==> src/rtl/gg_pkg.sv <==
package gg_pkg;
   localparam int NREG   = 16;
   localparam int IDX_W  = 4;
   localparam int STAT_W = 6;

   typedef enum logic [2:0] {
      ST_IDLE, ST_ADDR, ST_RXD, ST_ACK, ST_TX, ST_MACK
   } gg_state_e;

   function automatic logic [7:0] reg_rst_val(input int idx, input logic [7:0] ctrl_rst);
      case (idx)
         1:                 return ctrl_rst;
         2:                 return 8'h7F;
         3, 4, 5, 10, 14:   return 8'hFF;
         default:           return 8'h00;
      endcase
   endfunction

   function automatic bit reg_host_wr(input int idx);
      return !(idx == 0 || idx == 8 || idx == 9 || idx == 12 || idx == 13);
   endfunction

   function automatic bit reg_meas_wr(input int idx);
      return !(idx == 0 || idx == 1);
   endfunction
endpackage

==> src/rtl/gg_line_sync.sv <==
module gg_line_sync #(
   parameter int STAGES = 2
) (
   input  logic clk,
   input  logic rst_n,
   input  logic scl_i,
   input  logic sda_i,
   output logic sda_s,
   output logic scl_rise,
   output logic scl_fall,
   output logic start_p,
   output logic stop_p
);
   if (STAGES < 2 || STAGES > 4) begin : g_bad_stages
      $error("gg_line_sync: STAGES must be 2..4");
   end

   logic [STAGES-1:0] scl_pipe, sda_pipe;
   logic scl_q, sda_q, scl_s;

   always_ff @(posedge clk or negedge rst_n) begin
      if (!rst_n) begin
         scl_pipe <= '1;
         sda_pipe <= '1;
         scl_q    <= 1'b1;
         sda_q    <= 1'b1;
      end else begin
         scl_pipe <= {scl_pipe[STAGES-2:0], scl_i};
         sda_pipe <= {sda_pipe[STAGES-2:0], sda_i};
         scl_q    <= scl_pipe[STAGES-1];
         sda_q    <= sda_pipe[STAGES-1];
      end
   end

   assign scl_s    = scl_pipe[STAGES-1];
   assign sda_s    = sda_pipe[STAGES-1];
   assign scl_rise = scl_s & ~scl_q;
   assign scl_fall = ~scl_s & scl_q;
   assign start_p  = scl_s & scl_q & sda_q & ~sda_s;
   assign stop_p   = scl_s & scl_q & ~sda_q & sda_s;
endmodule

==> src/rtl/gg_regmap.sv <==
module gg_regmap
   import gg_pkg::*;
#(
   parameter logic [7:0] CTRL_RST = 8'h3C
) (
   input  logic              clk,
   input  logic              rst_n,
   input  logic              host_we,
   input  logic [IDX_W-1:0]  host_addr,
   input  logic [7:0]        host_wdata,
   input  logic              meas_we,
   input  logic [IDX_W-1:0]  meas_addr,
   input  logic [7:0]        meas_wdata,
   input  logic [STAT_W-1:0] stat_cond,
   input  logic              stat_clr,
   input  logic              ara_done,
   input  logic [IDX_W-1:0]  rd_addr,
   output logic [7:0]        rd_data,
   output logic [7:0]        ctrl,
   output logic              alert_on
);
   logic [NREG-1:0][7:0] map;
   logic [STAT_W-1:0]    stat_q;
   logic                 pend_q, new_evt;

   assign map[0] = {{(8-STAT_W){1'b0}}, stat_q};

   for (genvar a = 1; a < NREG; a++) begin : g_reg
      localparam logic [7:0] RST = reg_rst_val(a, CTRL_RST);
      logic [7:0] q;
      logic       hw_hit, mw_hit;
      if (reg_host_wr(a)) begin : g_hw
         assign hw_hit = host_we && (host_addr == IDX_W'(a));
      end else begin : g_nohw
         assign hw_hit = 1'b0;
      end
      if (reg_meas_wr(a)) begin : g_mw
         assign mw_hit = meas_we && (meas_addr == IDX_W'(a));
      end else begin : g_nomw
         assign mw_hit = 1'b0;
      end
      always_ff @(posedge clk or negedge rst_n) begin
         if (!rst_n)      q <= RST;
         else if (hw_hit) q <= host_wdata;
         else if (mw_hit) q <= meas_wdata;
      end
      assign map[a] = q;
   end

   assign new_evt = |(stat_cond & ~stat_q);

   always_ff @(posedge clk or negedge rst_n) begin
      if (!rst_n) begin
         stat_q <= '0;
         pend_q <= 1'b0;
      end else begin
         stat_q <= stat_clr ? stat_cond : (stat_q | stat_cond);
         pend_q <= (pend_q & ~ara_done) | new_evt;
      end
   end

   assign rd_data  = map[rd_addr];
   assign ctrl     = map[1];
   assign alert_on = pend_q && (map[1][2:1] == 2'b10);

   a_r6_sticky: assert property (@(posedge clk) disable iff (!rst_n)
      !stat_clr |=> ((stat_q & $past(stat_q)) == $past(stat_q)));
   a_r7_cond_kept: assert property (@(posedge clk) disable iff (!rst_n)
      stat_clr |=> ((stat_q & $past(stat_cond)) == $past(stat_cond)));
   a_r9_release: assert property (@(posedge clk) disable iff (!rst_n)
      (ara_done && !new_evt) |=> !alert_on);
   a_r5_volt_hold: assert property (@(posedge clk) disable iff (!rst_n)
      !meas_we |=> $stable(map[8]));
endmodule

==> src/rtl/i2c_gauge_slave.sv <==
module i2c_gauge_slave
   import gg_pkg::*;
#(
   parameter int         SYNC_STAGES = 2,
   parameter logic [6:0] DEV_ADDR    = 7'h64,
   parameter logic [6:0] ARA_ADDR    = 7'h0C,
   parameter logic [7:0] CTRL_RST    = 8'h3C
) (
   input  logic              clk,
   input  logic              rst_n,
   input  logic              scl_i,
   input  logic              sda_i,
   output logic              sda_pull_o,
   output logic              alert_pull_o,
   input  logic [STAT_W-1:0] stat_cond_i,
   input  logic              meas_we_i,
   input  logic [IDX_W-1:0]  meas_addr_i,
   input  logic [7:0]        meas_data_i,
   output logic [7:0]        ctrl_o
);
   if (DEV_ADDR == ARA_ADDR) begin : g_bad_addr
      $error("i2c_gauge_slave: device and alert response addresses collide");
   end

   logic sda_s, scl_rise, scl_fall, start_p, stop_p;
   gg_state_e st, nxt;
   logic [3:0] cnt;
   logic [7:0] sh, tx, rd_data;
   logic [IDX_W-1:0] ptr, rd_addr;
   logic ptr_ok, ara, mack, alert_on;
   logic host_we, stat_clr, ara_done, lost, load_now;

   gg_line_sync #(.STAGES(SYNC_STAGES)) u_sync (
      .clk(clk), .rst_n(rst_n), .scl_i(scl_i), .sda_i(sda_i), .sda_s(sda_s),
      .scl_rise(scl_rise), .scl_fall(scl_fall), .start_p(start_p), .stop_p(stop_p));

   always_comb begin
      rd_addr  = (st == ST_MACK) ? ptr + 1'b1 : ptr;
      load_now = scl_fall && ((st == ST_ACK && nxt == ST_TX && !ara) ||
                              (st == ST_MACK && mack));
      stat_clr = load_now && (rd_addr == '0);
      host_we  = scl_fall && st == ST_RXD && cnt == 4'd8 && ptr_ok;
      ara_done = scl_fall && st == ST_TX && ara && cnt == 4'd7;
      lost     = scl_rise && st == ST_TX && ara && tx[7] && !sda_s;
   end

   gg_regmap #(.CTRL_RST(CTRL_RST)) u_map (
      .clk(clk), .rst_n(rst_n), .host_we(host_we), .host_addr(ptr), .host_wdata(sh),
      .meas_we(meas_we_i), .meas_addr(meas_addr_i), .meas_wdata(meas_data_i),
      .stat_cond(stat_cond_i), .stat_clr(stat_clr), .ara_done(ara_done),
      .rd_addr(rd_addr), .rd_data(rd_data), .ctrl(ctrl_o), .alert_on(alert_on));

   always_ff @(posedge clk or negedge rst_n) begin
      if (!rst_n) begin
         st <= ST_IDLE; nxt <= ST_IDLE; cnt <= '0; sh <= '0; tx <= '1;
         ptr <= '0; ptr_ok <= 1'b0; ara <= 1'b0; mack <= 1'b0;
      end else if (start_p) begin
         st <= ST_ADDR; cnt <= '0; ara <= 1'b0;
      end else if (stop_p) begin
         st <= ST_IDLE;
      end else begin
         case (st)
            ST_ADDR, ST_RXD: begin
               if (scl_rise && cnt < 4'd8) begin
                  sh  <= {sh[6:0], sda_s};
                  cnt <= cnt + 1'b1;
               end else if (scl_fall && cnt == 4'd8) begin
                  if (st == ST_RXD) begin
                     if (!ptr_ok) begin
                        ptr <= sh[IDX_W-1:0]; ptr_ok <= 1'b1;
                     end else begin
                        ptr <= ptr + 1'b1;
                     end
                     st <= ST_ACK; nxt <= ST_RXD;
                  end else if (sh[7:1] == DEV_ADDR) begin
                     st <= ST_ACK;
                     nxt <= sh[0] ? ST_TX : ST_RXD;
                     if (!sh[0]) ptr_ok <= 1'b0;
                  end else if (sh == {ARA_ADDR, 1'b1} && alert_on) begin
                     st <= ST_ACK; nxt <= ST_TX; ara <= 1'b1;
                  end else begin
                     st <= ST_IDLE;
                  end
               end
            end
            ST_ACK: if (scl_fall) begin
               st  <= nxt;
               cnt <= '0;
               if (nxt == ST_TX) tx <= ara ? {DEV_ADDR, 1'b1} : rd_data;
            end
            ST_TX: begin
               if (lost) begin
                  st <= ST_IDLE;
               end else if (scl_fall) begin
                  tx  <= {tx[6:0], 1'b1};
                  cnt <= cnt + 1'b1;
                  if (cnt == 4'd7) st <= ara ? ST_IDLE : ST_MACK;
               end
            end
            ST_MACK: begin
               if (scl_rise) mack <= !sda_s;
               if (scl_fall) begin
                  if (mack) begin
                     ptr <= ptr + 1'b1; tx <= rd_data; cnt <= '0; st <= ST_TX;
                  end else begin
                     st <= ST_IDLE;
                  end
               end
            end
            default: st <= ST_IDLE;
         endcase
      end
   end

   assign sda_pull_o   = (st == ST_ACK) || (st == ST_TX && !tx[7]);
   assign alert_pull_o = alert_on;

   a_r12_stop_release: assert property (@(posedge clk) disable iff (!rst_n)
      (stop_p && !start_p) |=> !sda_pull_o);
   a_r10_lost_release: assert property (@(posedge clk) disable iff (!rst_n)
      (lost && !start_p && !stop_p) |=> (!sda_pull_o && st == ST_IDLE));
   a_r11_ara_no_ack: assert property (@(posedge clk) disable iff (!rst_n)
      (st == ST_ADDR && scl_fall && cnt == 4'd8 && !start_p && !stop_p &&
       sh == {ARA_ADDR, 1'b1} && !alert_on) |=> (st == ST_IDLE));
   a_r3_nak_ends: assert property (@(posedge clk) disable iff (!rst_n)
      (st == ST_MACK && scl_fall && !mack && !start_p && !stop_p) |=> !sda_pull_o);
endmodule

==> config.mk <==
export PLATFORM = sky130hd
export DESIGN_NAME = i2c_gauge_slave
export DESIGN_NICKNAME = d
export VERILOG_FILES = /design/src/rtl/gg_pkg.sv /design/src/rtl/gg_line_sync.sv /design/src/rtl/gg_regmap.sv /design/src/rtl/i2c_gauge_slave.sv
export SDC_FILE = /design/constraint.sdc
export NUM_CORES = 1
export LEC_CHECK = 0
export ABC_AREA = 1
export BUFFER_PORTS_ARGS = -buffer_cell sky130_fd_sc_hd__buf_2
export CAP_MARGIN = 20
export CORE_UTILIZATION = 50
export DETAILED_ROUTE_END_ITERATION = 16
export PLACE_DENSITY = 0.79
export SYNTH_ARGS = -nofsm -noshare
export SYNTH_HDL_FRONTEND = slang
export SYNTH_SLANG_ARGS = --single-unit
==> constraint.sdc <==
create_clock -name clk -period 2.62 [get_ports clk]
set_clock_uncertainty 0.2 [all_clocks]
set_input_delay 0.524 -clock clk [delete_from_list [all_inputs] [get_ports clk]]
set_output_delay 0.524 -clock clk [all_outputs]
set_load 0.02 [all_outputs]
---- Yosys cells after proc, flatten, opt, wreduce, memory -nomap -nowiden ----
Index checks and enable logic that the tools add are counted.
storage, ports and cells
  bits of input ports ..................... 23
  output and inout port bits .............. 10
  register bits after elaboration ......... 166
cells by class
  mux-type cells .......................... 78
  equal/unequal tests ..................... 62
  order comparisons ....................... 2
  $add $sub $neg .......................... 2
  bitwise operators ....................... 20
  reduce and logical (&&, ||, !) cells .... 80
operator list
  kind                 count
  $mux 8               28
  $mux 4               15
  $eq 4x4->1 const B   13
  $logic_and 1x1->1    45
  $mux 3               15
  $eq 4x3->1 const B   9
  $bmux 8 s4           1
  $reduce_bool 2->1    15
  $ne 2x2->1 const B   13
  $pmux 8 s3           1
  $ne 3x3->1 const B   6
  $eq 4x2->1 const B   4
  $ne 4x4->1 const B   4
  $pmux 4 s4           1
  $reduce_and 8->1     2
  $reduce_and 7->1     2
  $pmux 3 s4           1
  $reduce_and 6->1     2
  $mux 1               11
  $ne 5x5->1 const B   2
  $eq 3x3->1 const B   3
  $reduce_and 9->1     1
  $add 4x1->4 const B  2
  $and 1x1->1          8
  other kinds (25)     40

---- Logic depth before layout (Yosys ltp) ----
  depth after elaboration ................. 11
  gate-level depth with buffers ........... 13
  depth with buffers taken out ............ 12

---- Cells and area by module ----
From an unflattened synthesis, not the netlist that was laid out.
unflattened totals
  cells, all modules ...................... 1312
  area, all modules ....................... 9587.9 um2
by module, submodules not included
  module           instances  seq. area each (um2)  area an instance (um2)  cells an instance
  gg_regmap        1          3241.9                7400.8                  1036
  i2c_gauge_slave  1          810.8                 1988.2                  259
  gg_line_sync     1          157.7                 198.9                   17

---- Worst setup path before layout ----
OpenSTA, ideal clock, no wires.
  kind .................................... register to output
  start point ............................. register st[1]
  end point ............................... output sda_pull_o
  buffers on the path ..................... 1
  required time ........................... 1.896 ns
  stages on the path, launching flop included .. 7
  arrival ................................. 1.609 ns
  setup slack ............................. 0.287 ns
  cell sequence ........................... dfrtp_1 > inv_1 > nand2_1 > nor2_1 > clkbuf_1 > inv_1 > o21ai_0
on the way
  word-level cells in the longest chain between the ends .. 3
  elaborated cells on any way between the ends .. 4
  classes of those cells .................. 2 x eq/ne; 2 x reduce/logical
ends and longest elaborated chain
  element                 RTL line                RTL
  start, declared         i2c_gauge_slave.sv:26   gg_state_e st, nxt;
  start signal, assigned  i2c_gauge_slave.sv:87   st <= nxt;
  start signal, assigned  i2c_gauge_slave.sv:97   if (cnt == 4'd7) st <= ara ? ST_IDLE : ST_MACK;
  $eq 3x3->1              i2c_gauge_slave.sv:115  assign sda_pull_o = (st == ST_ACK) || (st == ST_TX && !tx[7]);
  $logic_and 1x1->1       i2c_gauge_slave.sv:115
  $logic_or 1x1->1 *      i2c_gauge_slave.sv:115
  end, declared           i2c_gauge_slave.sv:13   output logic sda_pull_o,
Every way passes the cells marked *; elsewhere a longest branch is shown, timed or not.

---- Final worst setup path ----
Ends and elaborated chain as after synthesis.

==> flow_summary.json <==
{
  "status": "finished, final reports clean",
  "num_vias": 8631,
  "n_fill_cell": 1540,
  "rr_endpoint": "u_map.stat_q[2]$_DFF_PN0_",
  "cts.clk_slew.worst_paths_ps": 60,
  "place_area_sq_um": 9552,
  "fin_crit_ps": 2536,
  "n_antenna_cell": 0,
  "setup_slack_ps": 84.46,
  "avgSynthCellArea_sq_um": 7.911,
  "post-cts-setup-buffer-count": 0,
  "die_w_um": 136.0,
  "antenna_found_initial": 1,
  "slew_violations": 0,
  "drc_errors": 0,
  "dieArea_sq_um": 18500,
  "p_leak_nw": 4.682,
  "hold_path.class": "in2reg",
  "gp_congestion": 0.9780,
  "cp_max_fo": 7,
  "stdcell_area_sq_um": 10250,
  "drtAntennaViolNets": 0,
  "ys_seq_area_share_pct": 46.89,
  "mappedNetlistArea_sq_um": 8979,
  "grt_usage_pct": 31.55,
  "layout-drive-gt1-share_pct": 16.36,
  "yosys_warnings": 0,
  "synthAdderAreaFrac_pct": 0.8361,
  "switching_share_pct": 29.53,
  "synthCells": 1135,
  "routedWlPerCell_um": 19.79,
  "path_class": "reg2out",
  "utilization_pct": 58.87,
  "reg2reg_depth": 10,
  "worstHoldPathCells": 3,
  "p_per_area_nw_per_um2": 712.0,
  "ys_ff_latch": 165,
  "synth_top_family_by_area": "simple AND/OR/NAND/NOR gates",
  "cts_htree_levels": 4,
  "grt-ovfl-total": 0,
  "seq_power_share_pct": 46.4,
  "clkPwrFrac_pct": 35.5,
  "power.share.combinational_pct": 18.1,
  "syn2layout_area_growth_pct": 14.20,
  "startpoint": "st[1]$_DFFE_PN0P_",
  "clockBufferDepth": 2,
  "endpoint_kind": "output pin",
  "cap_violations": 0,
  "synth_xor_area_share_pct": 0.2926,
  "nets": 1196,
  "grt_start_max_net_pins": 69,
  "ios": 33,
  "cts_sinks": 165,
  "peakVddDrop_v": 0.0004909,
  "hold_end": "u_map.stat_q[3]$_DFF_PN0_",
  "crit_required_ps": 1900,
  "drt-initial-drc-count": 1036,
  "tightest_slew_ps": 599.8,
  "final-hold-violation-count": 0,
  "arrival_ps": 1810,
  "crit_path_start_kind": "register",
  "coreArea_sq_um": 17420,
  "synth_fp_nets": 1164,
  "floorplan.initialDensity_pct": 51.55,
  "hold_start": "stat_cond_i[3]",
  "synth.distinct_cells": 34,
  "dp_hpwl_um": 18360,
  "vias_per_cell": 6.143,
  "reg2reg_from": "ptr[0]$_DFFE_PN0P_",
  "cts_tree": "done",
  "finalCritPeriodShare_pct": 96.78,
  "p_int_mw": 5.145,
  "grt_pass1_wl_um": 44240,
  "clk_latency_ps": 440,
  "rows": 48,
  "dr.pass1.iters": 6,
  "portBuffers": 32,
  "synth-compound-area-share_pct": 15.04,
  "grt_pass1_vias": 8183,
  "muxShareOfSynthArea_pct": 0,
  "die_h_um": 136.0,
  "fin_hold_ws_ps": 95.87,
  "synth-simple-area-share_pct": 27.56,
  "numCtsBuffers": 17,
  "totalWireLength_um": 27800,
  "dp_slack_ps": 82.87,
  "slew_headroom_pct": 59.59,
  "timing.fmax_mhz": 394.4,
  "switching_power_mw": 2.156,
  "regToRegSetupSlack_ps": 150,
  "cts_root_buffer": "clkbuf_16",
  "setup_viol": 0
}
==> timing repair <==
action | 4_1_cts | 5_1_grt
hold buffers | 3 | 0
endpoints found under the hold margin | 38 | 0
endpoints found under the setup margin | 1 | 48
resized for setup | 2 | 11
pin swaps | 0 | 0
==> layer usage <==
| metal | GRT usage, % | wire, um | part of all wire, % | up-vias |
|---|---|---|---|---|
| li1 | - | - | - | 3955 |
| met1 | 42.11 | 11330 | 41 | 4069 |
| met2 | 48.20 | 12530 | 45 | 497 |
| met3 | 7.681 | 2788 | 10 | 110 |
| met4 | 14.69 | 1150 | 4.1 | 0 |
| met5 | 0 | 0 | 0 | - |
==> final cells by class <==
cell class | count | area [sq um] | area share [%]
tap | 225 | 281.5 | 2.746
multi-input combinational | 752 | 4004 | 39.05
inverter | 156 | 585.6 | 5.711
clock buffer | 21 | 450.4 | 4.393
clock inverter | 11 | 150.1 | 1.464
sequential | 165 | 4210 | 41.06
timing repair buffer | 75 | 571.8 | 5.577
==> synth_stat cells <==
cell type | instances | share of area [%]
a221oi_1 | 2 | 0.20
nand2_1 | 206 | 8.6
clkbuf_1 | 37 | 1.5
ha_1 | 6 | 0.84
o21ai_2 | 8 | 0.78
o21ai_0 | 62 | 3.5
o21bai_1 | 2 | 0.17
dfstp_2 | 65 | 19
o2111ai_1 | 2 | 0.20
buf_4 | 1 | 0.084
buf_2 | 16 | 0.89
a22oi_1 | 1 | 0.084
or2_2 | 2 | 0.14
o221ai_1 | 67 | 6.5
dfrtp_1 | 100 | 28
o211ai_1 | 22 | 1.8
nand4_1 | 6 | 0.42
o31ai_1 | 1 | 0.084
nor3_4 | 1 | 0.18
nand3_1 | 256 | 14
a31oi_1 | 1 | 0.070
nand3_2 | 6 | 0.67
nor2_1 | 61 | 2.6
nor4_2 | 1 | 0.14
inv_1 | 156 | 6.5
nor3b_2 | 1 | 0.14
a211oi_1 | 1 | 0.084
buf_1 | 8 | 0.33
o22ai_1 | 3 | 0.21
a21oi_1 | 22 | 1.2
nor3_1 | 6 | 0.33
nor3_2 | 1 | 0.11
o21ai_1 | 2 | 0.11
xor2_1 | 3 | 0.29
==> state kept, by name (all words and copies together), names as in the netlist <==
signal           count
ara                  1
ptr_ok               1
tx                   8
u_map.g.q          112
u_sync.scl_q         1
u_sync.scl_pipe      2
st                   3
sh                   8
u_map.pend_q         1
nxt                  2
u_map.ctrl           8
mack                 1
u_sync.sda_q         1
ptr                  4
u_sync.sda_pipe      2
u_map.stat_q         6
cnt                  4
==> how the worst max path moves through the flow <==
stage	endpoint	slack [ps]	cells after the start
after CTS	sda_pull_o	50	6
final	sda_pull_o	80	6
after global placement	u_map.g_reg[11].q[3]$_DFFE_PN0P_	180	9
after floorplan	sda_pull_o	290	6
after detailed placement	u_map.g_reg[15].q[6]$_DFFE_PN0P_	80	9
after global routing	u_map.g_reg[15].q[5]$_DFFE_PN0P_	-5	9
==> power by group through the flow <==
| stage | clock (mW) | sequential, mW | combinational, mW |
|---|---|---|---|
| finish | 2.59 | 3.39 | 1.32 |
| global route | 2.72 | 3.43 | 1.47 |
| CTS | 2.61 | 3.38 | 1.30 |
| detailed placement | 0 | 3.41 | 1.28 |
| global placement | 0 | 3.40 | 1.24 |
| floorplan | 0 | 3.34 | 0.874 |
==> metrics by stage <==
stage	power, mW	TNS (ps)	std cells
5_1_grt	7.622	-5.920	1405
6_report	7.301	0	1405
3_5_place_dp	4.697	0	1370
2_1_floorplan	4.217	0	1135
4_1_cts	7.290	0	1405
3_3_place_gp	4.639	0	1370
==> critical path: stages (launching register included) <==
cell and delay, ps:
dfrtp_1 410, inv_1 150, nand2_1 150, nor2_4 190
inv_2 120, o21ai_0 180, buf_2 190
==> logic make-up (layout without fill, tap and decap cells) <==
logic type | after synthesis | in the layout
buffers and inverters | 218 | 263
xor gates and xnor gates | 3 | 3
adders and majority gates | 6 | 6
and+or+nand+nor | 547 | 547
DFF | 165 | 165
AOI/OAI and AO/OA | 196 | 196
==> layout by cell type, fill, tap and decap left out, drive strengths merged, types with 4 or more instances in the layout <==
| cell type | Yosys | final |
|---|---|---|
| ha | 6 | 6 |
| o21ai | 72 | 72 |
| nand3 | 262 | 262 |
| nand4 | 6 | 6 |
| nor3 | 8 | 8 |
| clkbuf | 37 | 21 |
| nor2 | 61 | 61 |
| dfstp | 65 | 65 |
| dfrtp | 100 | 100 |
| o221ai | 67 | 67 |
| o211ai | 22 | 22 |
| inv | 156 | 158 |
| a21oi | 22 | 22 |
| buf | 25 | 72 |
| clkinv | 0 | 4 |
| nand2 | 206 | 206 |
Note: power is estimated with default switching activity, not from simulation.
